## src/rtl/ctl_pkg.sv

```systemverilog
package ctl_pkg;

    typedef enum logic [1:0] {
        JN_IDLE       = 2'd0,
        JN_LEFT_DONE  = 2'd1,
        JN_RIGHT_DONE = 2'd2
    } join_state_e;

endpackage

```

## src/rtl/ctl_leaf.sv

```systemverilog
// Leaf statements: skip, emit and a reset-low wait of LATENCY cycles.
module ctl_skip (
    input  logic start,
    output logic shout,
    output logic fin
);
    assign shout = 1'b0;
    assign fin   = start;
endmodule

module ctl_emit (
    input  logic start,
    output logic shout,
    output logic fin
);
    assign shout = start;
    assign fin   = start;
endmodule

module ctl_wait #(
    parameter int LATENCY = 1
) (
    input  logic clk,
    input  logic rst_n,
    input  logic start,
    output logic shout,
    output logic fin
);
    logic [LATENCY-1:0] pipe_q;

    generate
        if (LATENCY == 1) begin : g_single
            always_ff @(posedge clk or negedge rst_n) begin
                if (!rst_n) pipe_q <= '0;
                else        pipe_q <= start;
            end
        end else begin : g_chain
            always_ff @(posedge clk or negedge rst_n) begin
                if (!rst_n) pipe_q <= '0;
                else        pipe_q <= {pipe_q[LATENCY-2:0], start};
            end
        end
    endgenerate

    assign shout = 1'b0;
    assign fin   = pipe_q[LATENCY-1];
endmodule

```

## src/rtl/ctl_compose.sv

```systemverilog
// Composite statements that only route pulses: sequence, branch, loop.
module ctl_seq (
    input  logic start,
    output logic a_start,
    input  logic a_shout,
    input  logic a_fin,
    output logic b_start,
    input  logic b_shout,
    input  logic b_fin,
    output logic shout,
    output logic fin
);
    assign a_start = start;
    assign b_start = a_fin;
    assign shout   = a_shout | b_shout;
    assign fin     = b_fin;
endmodule

module ctl_ifelse (
    input  logic start,
    input  logic cond,
    output logic t_start,
    input  logic t_shout,
    input  logic t_fin,
    output logic e_start,
    input  logic e_shout,
    input  logic e_fin,
    output logic shout,
    output logic fin
);
    assign t_start = start & cond;
    assign e_start = start & ~cond;
    assign shout   = t_shout | e_shout;
    assign fin     = t_fin | e_fin;
endmodule

module ctl_while (
    input  logic start,
    input  logic cond,
    output logic body_start,
    input  logic body_shout,
    input  logic body_fin,
    output logic shout,
    output logic fin
);
    logic test;
    assign test       = start | body_fin;
    assign body_start = test & cond;
    assign fin        = test & ~cond;
    assign shout      = body_shout;
endmodule

```

## src/rtl/ctl_par.sv

```systemverilog
// Fork-join: starts both children, synchroniser merges the finishes.
module ctl_join
    import ctl_pkg::*;
(
    input  logic clk,
    input  logic rst_n,
    input  logic l_fin,
    input  logic r_fin,
    output logic fin
);
    join_state_e state_q, state_d;

    always_ff @(posedge clk or negedge rst_n) begin
        if (!rst_n) state_q <= JN_IDLE;
        else        state_q <= state_d;
    end

    always_comb begin
        state_d = state_q;
        unique case (state_q)
            JN_IDLE: begin
                if (l_fin && !r_fin)      state_d = JN_LEFT_DONE;
                else if (r_fin && !l_fin) state_d = JN_RIGHT_DONE;
            end
            JN_LEFT_DONE:  if (r_fin) state_d = JN_IDLE;
            JN_RIGHT_DONE: if (l_fin) state_d = JN_IDLE;
            default:       state_d = JN_IDLE;
        endcase
    end

    always_comb begin
        fin = 1'b0;
        unique case (state_q)
            JN_IDLE:       fin = l_fin & r_fin;
            JN_LEFT_DONE:  fin = r_fin;
            JN_RIGHT_DONE: fin = l_fin;
            default:       fin = 1'b0;
        endcase
    end
endmodule

module ctl_par (
    input  logic clk,
    input  logic rst_n,
    input  logic start,
    output logic l_start,
    input  logic l_shout,
    input  logic l_fin,
    output logic r_start,
    input  logic r_shout,
    input  logic r_fin,
    output logic shout,
    output logic fin
);
    assign l_start = start;
    assign r_start = start;
    assign shout   = l_shout | r_shout;

    ctl_join u_join (
        .clk   (clk),
        .rst_n (rst_n),
        .l_fin (l_fin),
        .r_fin (r_fin),
        .fin   (fin)
    );
endmodule

```

## src/rtl/ctl_program.sv

```systemverilog
// Example program built by instantiation:
// seq(emit, seq(par(seq(wait,emit), if(c, wait, seq(skip, seq(wait,wait)))),
//               while(l, seq(wait,emit))))
module ctl_program #(
    parameter int WAIT_CYCLES = 1
) (
    input  logic clk,
    input  logic rst_n,
    input  logic go,
    input  logic cond_sel,
    input  logic loop_cond,
    output logic shout,
    output logic done
);
    // top-level sequence: emit then rest
    logic e0_st, e0_sh, e0_fn, rest_st, rest_sh, rest_fn;
    ctl_seq u_top (.start(go), .a_start(e0_st), .a_shout(e0_sh), .a_fin(e0_fn),
                   .b_start(rest_st), .b_shout(rest_sh), .b_fin(rest_fn),
                   .shout(shout), .fin(done));
    ctl_emit u_e0 (.start(e0_st), .shout(e0_sh), .fin(e0_fn));

    // rest: fork-join then loop
    logic pr_st, pr_sh, pr_fn, lp_st, lp_sh, lp_fn;
    ctl_seq u_rest (.start(rest_st), .a_start(pr_st), .a_shout(pr_sh), .a_fin(pr_fn),
                    .b_start(lp_st), .b_shout(lp_sh), .b_fin(lp_fn),
                    .shout(rest_sh), .fin(rest_fn));

    // fork-join
    logic l_st, l_sh, l_fn, r_st, r_sh, r_fn;
    ctl_par u_par (.clk(clk), .rst_n(rst_n), .start(pr_st),
                   .l_start(l_st), .l_shout(l_sh), .l_fin(l_fn),
                   .r_start(r_st), .r_shout(r_sh), .r_fin(r_fn),
                   .shout(pr_sh), .fin(pr_fn));

    // left branch: wait then emit
    logic w1_st, w1_sh, w1_fn, e1_st, e1_sh, e1_fn;
    ctl_seq u_left (.start(l_st), .a_start(w1_st), .a_shout(w1_sh), .a_fin(w1_fn),
                    .b_start(e1_st), .b_shout(e1_sh), .b_fin(e1_fn),
                    .shout(l_sh), .fin(l_fn));
    ctl_wait #(.LATENCY(WAIT_CYCLES)) u_w1 (.clk(clk), .rst_n(rst_n), .start(w1_st),
                                           .shout(w1_sh), .fin(w1_fn));
    ctl_emit u_e1 (.start(e1_st), .shout(e1_sh), .fin(e1_fn));

    // right branch: if(cond_sel, wait, seq(skip, seq(wait, wait)))
    logic t_st, t_sh, t_fn, el_st, el_sh, el_fn;
    ctl_ifelse u_if (.start(r_st), .cond(cond_sel),
                     .t_start(t_st), .t_shout(t_sh), .t_fin(t_fn),
                     .e_start(el_st), .e_shout(el_sh), .e_fin(el_fn),
                     .shout(r_sh), .fin(r_fn));
    ctl_wait #(.LATENCY(WAIT_CYCLES)) u_w2 (.clk(clk), .rst_n(rst_n), .start(t_st),
                                           .shout(t_sh), .fin(t_fn));

    logic sk_st, sk_sh, sk_fn, ww_st, ww_sh, ww_fn;
    ctl_seq u_else (.start(el_st), .a_start(sk_st), .a_shout(sk_sh), .a_fin(sk_fn),
                    .b_start(ww_st), .b_shout(ww_sh), .b_fin(ww_fn),
                    .shout(el_sh), .fin(el_fn));
    ctl_skip u_sk (.start(sk_st), .shout(sk_sh), .fin(sk_fn));

    logic w3_st, w3_sh, w3_fn, w4_st, w4_sh, w4_fn;
    ctl_seq u_ww (.start(ww_st), .a_start(w3_st), .a_shout(w3_sh), .a_fin(w3_fn),
                  .b_start(w4_st), .b_shout(w4_sh), .b_fin(w4_fn),
                  .shout(ww_sh), .fin(ww_fn));
    ctl_wait #(.LATENCY(WAIT_CYCLES)) u_w3 (.clk(clk), .rst_n(rst_n), .start(w3_st),
                                           .shout(w3_sh), .fin(w3_fn));
    ctl_wait #(.LATENCY(WAIT_CYCLES)) u_w4 (.clk(clk), .rst_n(rst_n), .start(w4_st),
                                           .shout(w4_sh), .fin(w4_fn));

    // loop: while(loop_cond, seq(wait, emit))
    logic bd_st, bd_sh, bd_fn;
    ctl_while u_loop (.start(lp_st), .cond(loop_cond),
                      .body_start(bd_st), .body_shout(bd_sh), .body_fin(bd_fn),
                      .shout(lp_sh), .fin(lp_fn));

    logic w5_st, w5_sh, w5_fn, e2_st, e2_sh, e2_fn;
    ctl_seq u_body (.start(bd_st), .a_start(w5_st), .a_shout(w5_sh), .a_fin(w5_fn),
                    .b_start(e2_st), .b_shout(e2_sh), .b_fin(e2_fn),
                    .shout(bd_sh), .fin(bd_fn));
    ctl_wait #(.LATENCY(WAIT_CYCLES)) u_w5 (.clk(clk), .rst_n(rst_n), .start(w5_st),
                                           .shout(w5_sh), .fin(w5_fn));
    ctl_emit u_e2 (.start(e2_st), .shout(e2_sh), .fin(e2_fn));
endmodule

```

## config.mk

```make
export PLATFORM = sky130hd
export DESIGN_NAME = ctl_program
export DESIGN_NICKNAME = d
export VERILOG_FILES = /design/src/rtl/ctl_pkg.sv /design/src/rtl/ctl_leaf.sv /design/src/rtl/ctl_compose.sv /design/src/rtl/ctl_par.sv /design/src/rtl/ctl_program.sv
export SDC_FILE = /design/constraint.sdc
export NUM_CORES = 1
export LEC_CHECK = 0
export ABC_CLOCK_PERIOD_IN_PS = 1600
export BUFFER_PORTS_ARGS = -buffer_cell sky130_fd_sc_hd__buf_2
export CAP_MARGIN = 25
export CORE_AREA = 4 4 41 43
export CTS_BUF_LIST = sky130_fd_sc_hd__clkbuf_2
export CTS_CLUSTER_SIZE = 20
export DETAILED_ROUTE_END_ITERATION = 6
export DIE_AREA = 0 0 45 47
export HOLD_SLACK_MARGIN = 0.12
export PLACE_DENSITY = 0.38
export REMOVE_ABC_BUFFERS = 1
export SLEW_MARGIN = 20
export SYNTH_ARGS = -nofsm -noshare
export SYNTH_HDL_FRONTEND = slang
export SYNTH_SLANG_ARGS = --single-unit
```

## constraint.sdc

```tcl
create_clock -name clk -period 1.6 [get_ports clk]
set_input_delay 0 -clock clk [delete_from_list [all_inputs] [get_ports clk]]
set_output_delay 0 -clock clk [all_outputs]
set_load 0.02 [all_outputs]
```

==> flow_metrics.tcl <==
set metrics [dict create \
    cpMostUsedCell "nor2_4" \
    drive_above_1_share 0.425 \
    initial_utilization 0.216 \
    p_sw_mw 0.124 \
    cp-end-kind "primary output" \
    ant_nets 0 \
    clkLatencyLatePin_ns 0.22 \
    cap_violations 0 \
    finalSetupViolations 0 \
    place_area_sq_um 330 \
    yosysTopAreaCellShare 0.622 \
    final_common_cell "dfrtp_1" \
    die_area_sq_um 2120 \
    worst_ep_required_time_ns 1.60 \
    worst_setup_path_start_kind "flop" \
    cp_slowest_cell "dfrtp_1" \
    numCtsBuffers 3 \
    crit_family "flip-flops" \
    yosysWarnings 0 \
    cp_cell_sequence "nor2_4, inv_2, ha_4, nor2_4, a211oi_2, o31a_1, buf_6" \
    dp_slack_ns 0.238 \
    rows 13 \
    cts_tree "built" \
    wire_per_inst_microns 10.4 \
    vias 232 \
    max-slew-margin-rel 0.850 \
    cts.clk_slew.worst_paths_ns 0.07 \
    p_per_area_nw_per_um2 993 \
    fin_crit_sh 0.954 \
    worst-path-buf-inv 2 \
    cts_sinks 7 \
    p_clk_frac 0.288 \
    comb_power_share 0.220 \
    finish.instance_area_sq_um 444 \
    power_frac_seq 0.492 \
    final_hold_viol_count 0 \
    synthToLayoutAreaGrowth_pct 57.8 \
    io_pins 7 \
    drc 0 \
    gp_congestion 0.603 \
    cts-root-buf "clkbuf_2" \
    synthesis.area_sq_um 282 \
    die_w_microns 45 \
    post_drt_via_cell_ratio 4.22 \
    max_slew.worst_pin.slew_ns 0.225 \
    finalPower_mw 0.441 \
    gr-total-overflow 0 \
    fmax_mhz 655 \
    switching_share 0.281 \
    outcome "complete, no violations" \
    syn_inst 24 \
    rsz0062_at_grt "yes" \
    synth_top_area_cell "dfrtp_1" \
    arrival_ns 1.53 \
    nNetsFinal 47 \
    first_global_vias 252 \
    yosys_register_bits 7 \
    cpPeakStageDelay_ns 0.40 \
    grt_max_degree 8 \
    fp.dieH_microns 47 \
    firstDrtPassIters 1 \
    grt_util_all_layers 0.0709 \
    place_hpwl_microns 445 \
    fin_tns_setup_ns 0 \
    syn_area_per_cell_sq_um 11.7 \
    first_iter_violations 0 \
    cts_max_path_buffers 2 \
    seq_area_frac_synth 0.622 \
    fin_skew_ns 0.00383 \
    grt_first_pass_wirelength_microns 1010 \
    layout_common_cells "dfrtp_1 (7), buf_2 (5), clkbuf_2 (4), dlygate4sd3_1 (4)" \
    p_leak_nw 0.209 \
    drt_wl_total_microns 572 \
    cp_max_fo 2 \
    crit_type "reg -> out" \
    slew_viol_final 0 \
    antenna_cells 0 \
    power.internal_mw 0.317 \
    whs_ns 0.135 \
    io_buffers 6 \
    ir_worst_vdd_uv 417 \
    synth_area_leaders "dfrtp_1 (62%), o31a_1 (6.2%), ha_1 (4.4%), nor2_1 (4.0%), nor3_1 (3.6%)" \
    final.setup.worst_slack_ns 0.0739 \
    htree_num_levels 1 \
    period_needed_ns 1.53 \
    hold_path_class "in -> async" \
    coreArea_sq_um 1300 \
    grt_antenna_before_repair 0 \
    rrSetupSlack_ns 0.24 \
    synthDistinctLibCells 13 \
]
## stage by stage
step / util / instances
final: 0.341 / 55
after global routing: 0.341 / 55
after CTS: 0.302 / 53
after detailed placement: 0.254 / 45
after global placement: 0.254 / 45
after floorplan: - / 24
## area by class of cell
cell class / count / area [sq um]
clock buffer: 4 / 20.0
multi-input combinational: 15 / 131
fill: 134 / 857
inverter: 2 / 7.51
sequential: 7 / 175
timing repair buffer: 12 / 91.3
tap: 15 / 18.8
## flip-flops by register name (all words and copies together), names as in the netlist
signal	flops
u_w1.fin	1
u_w4.fin	1
u_w3.fin	1
u_w2.fin	1
u_par.u_join.state_q	2
u_w5.fin	1
## final timing paths
path | startpoint | endpoint | depth (start not counted)
setup reg to reg | u_w2.fin$_DFF_PN0_ | u_w5.fin$_DFF_PN0_ | 7
max in group asynchronous | rst_n | u_par.u_join.state_q[0]$_DFFE_PN0P_ | 2
setup / recovery | u_w2.fin$_DFF_PN0_ | done | 7
min in group clk | u_w3.fin$_DFF_PN0_ | u_w4.fin$_DFF_PN0_ | 0
hold reg to reg | u_w3.fin$_DFF_PN0_ | u_w4.fin$_DFF_PN0_ | 0
hold / removal | rst_n | u_w2.fin$_DFF_PN0_ | 2
## cells in the mapped netlist, drive strengths merged
cell,instances
and2,1
dfrtp,7
ha,1
inv,2
a211oi,1
nor3,2
o21a,1
o31a,2
and3b,1
or3,1
a21oi,1
nor2b,1
nor2,3
## power groups by stage
stage / clock [mW] / sequential [mW] / combinational [mW]
2_1_floorplan: 0 / 0.210 / 0.0448
3_3_place_gp: 0 / 0.214 / 0.0631
3_5_place_dp: 0 / 0.215 / 0.0665
4_1_cts: 0.135 / 0.212 / 0.0744
5_1_grt: 0.140 / 0.221 / 0.110
6_report: 0.127 / 0.217 / 0.0971
## per-layer routing
metal / wire length, microns / global-route usage / part of all wire
met1: 240 / 0.0769 / 0.42
met2: 321 / 0.116 / 0.56
met3: 10 / 0.0230 / 0.017
met4: 0 / 0.0526 / 0
met5: 0 / 0 / 0
## cells by family after synthesis
logic type	Yosys count	share of synthesized area
DFF	7	0.622
buffers and inverters	2	0.0267
AOI/OAI and AO/OA	5	0.133
adders and majority gates	1	0.0444
and+or+nand+nor	9	0.173
## timing repair
action	in CTS	in global routing
setup endpoints to repair	1	1
endpoints found under the hold margin	11	0
hold buffers	4	0
gates resized for setup	1	9
buffers inserted	0	2
pin swaps	0	4
Note: power is estimated with default switching activity, not from simulation.
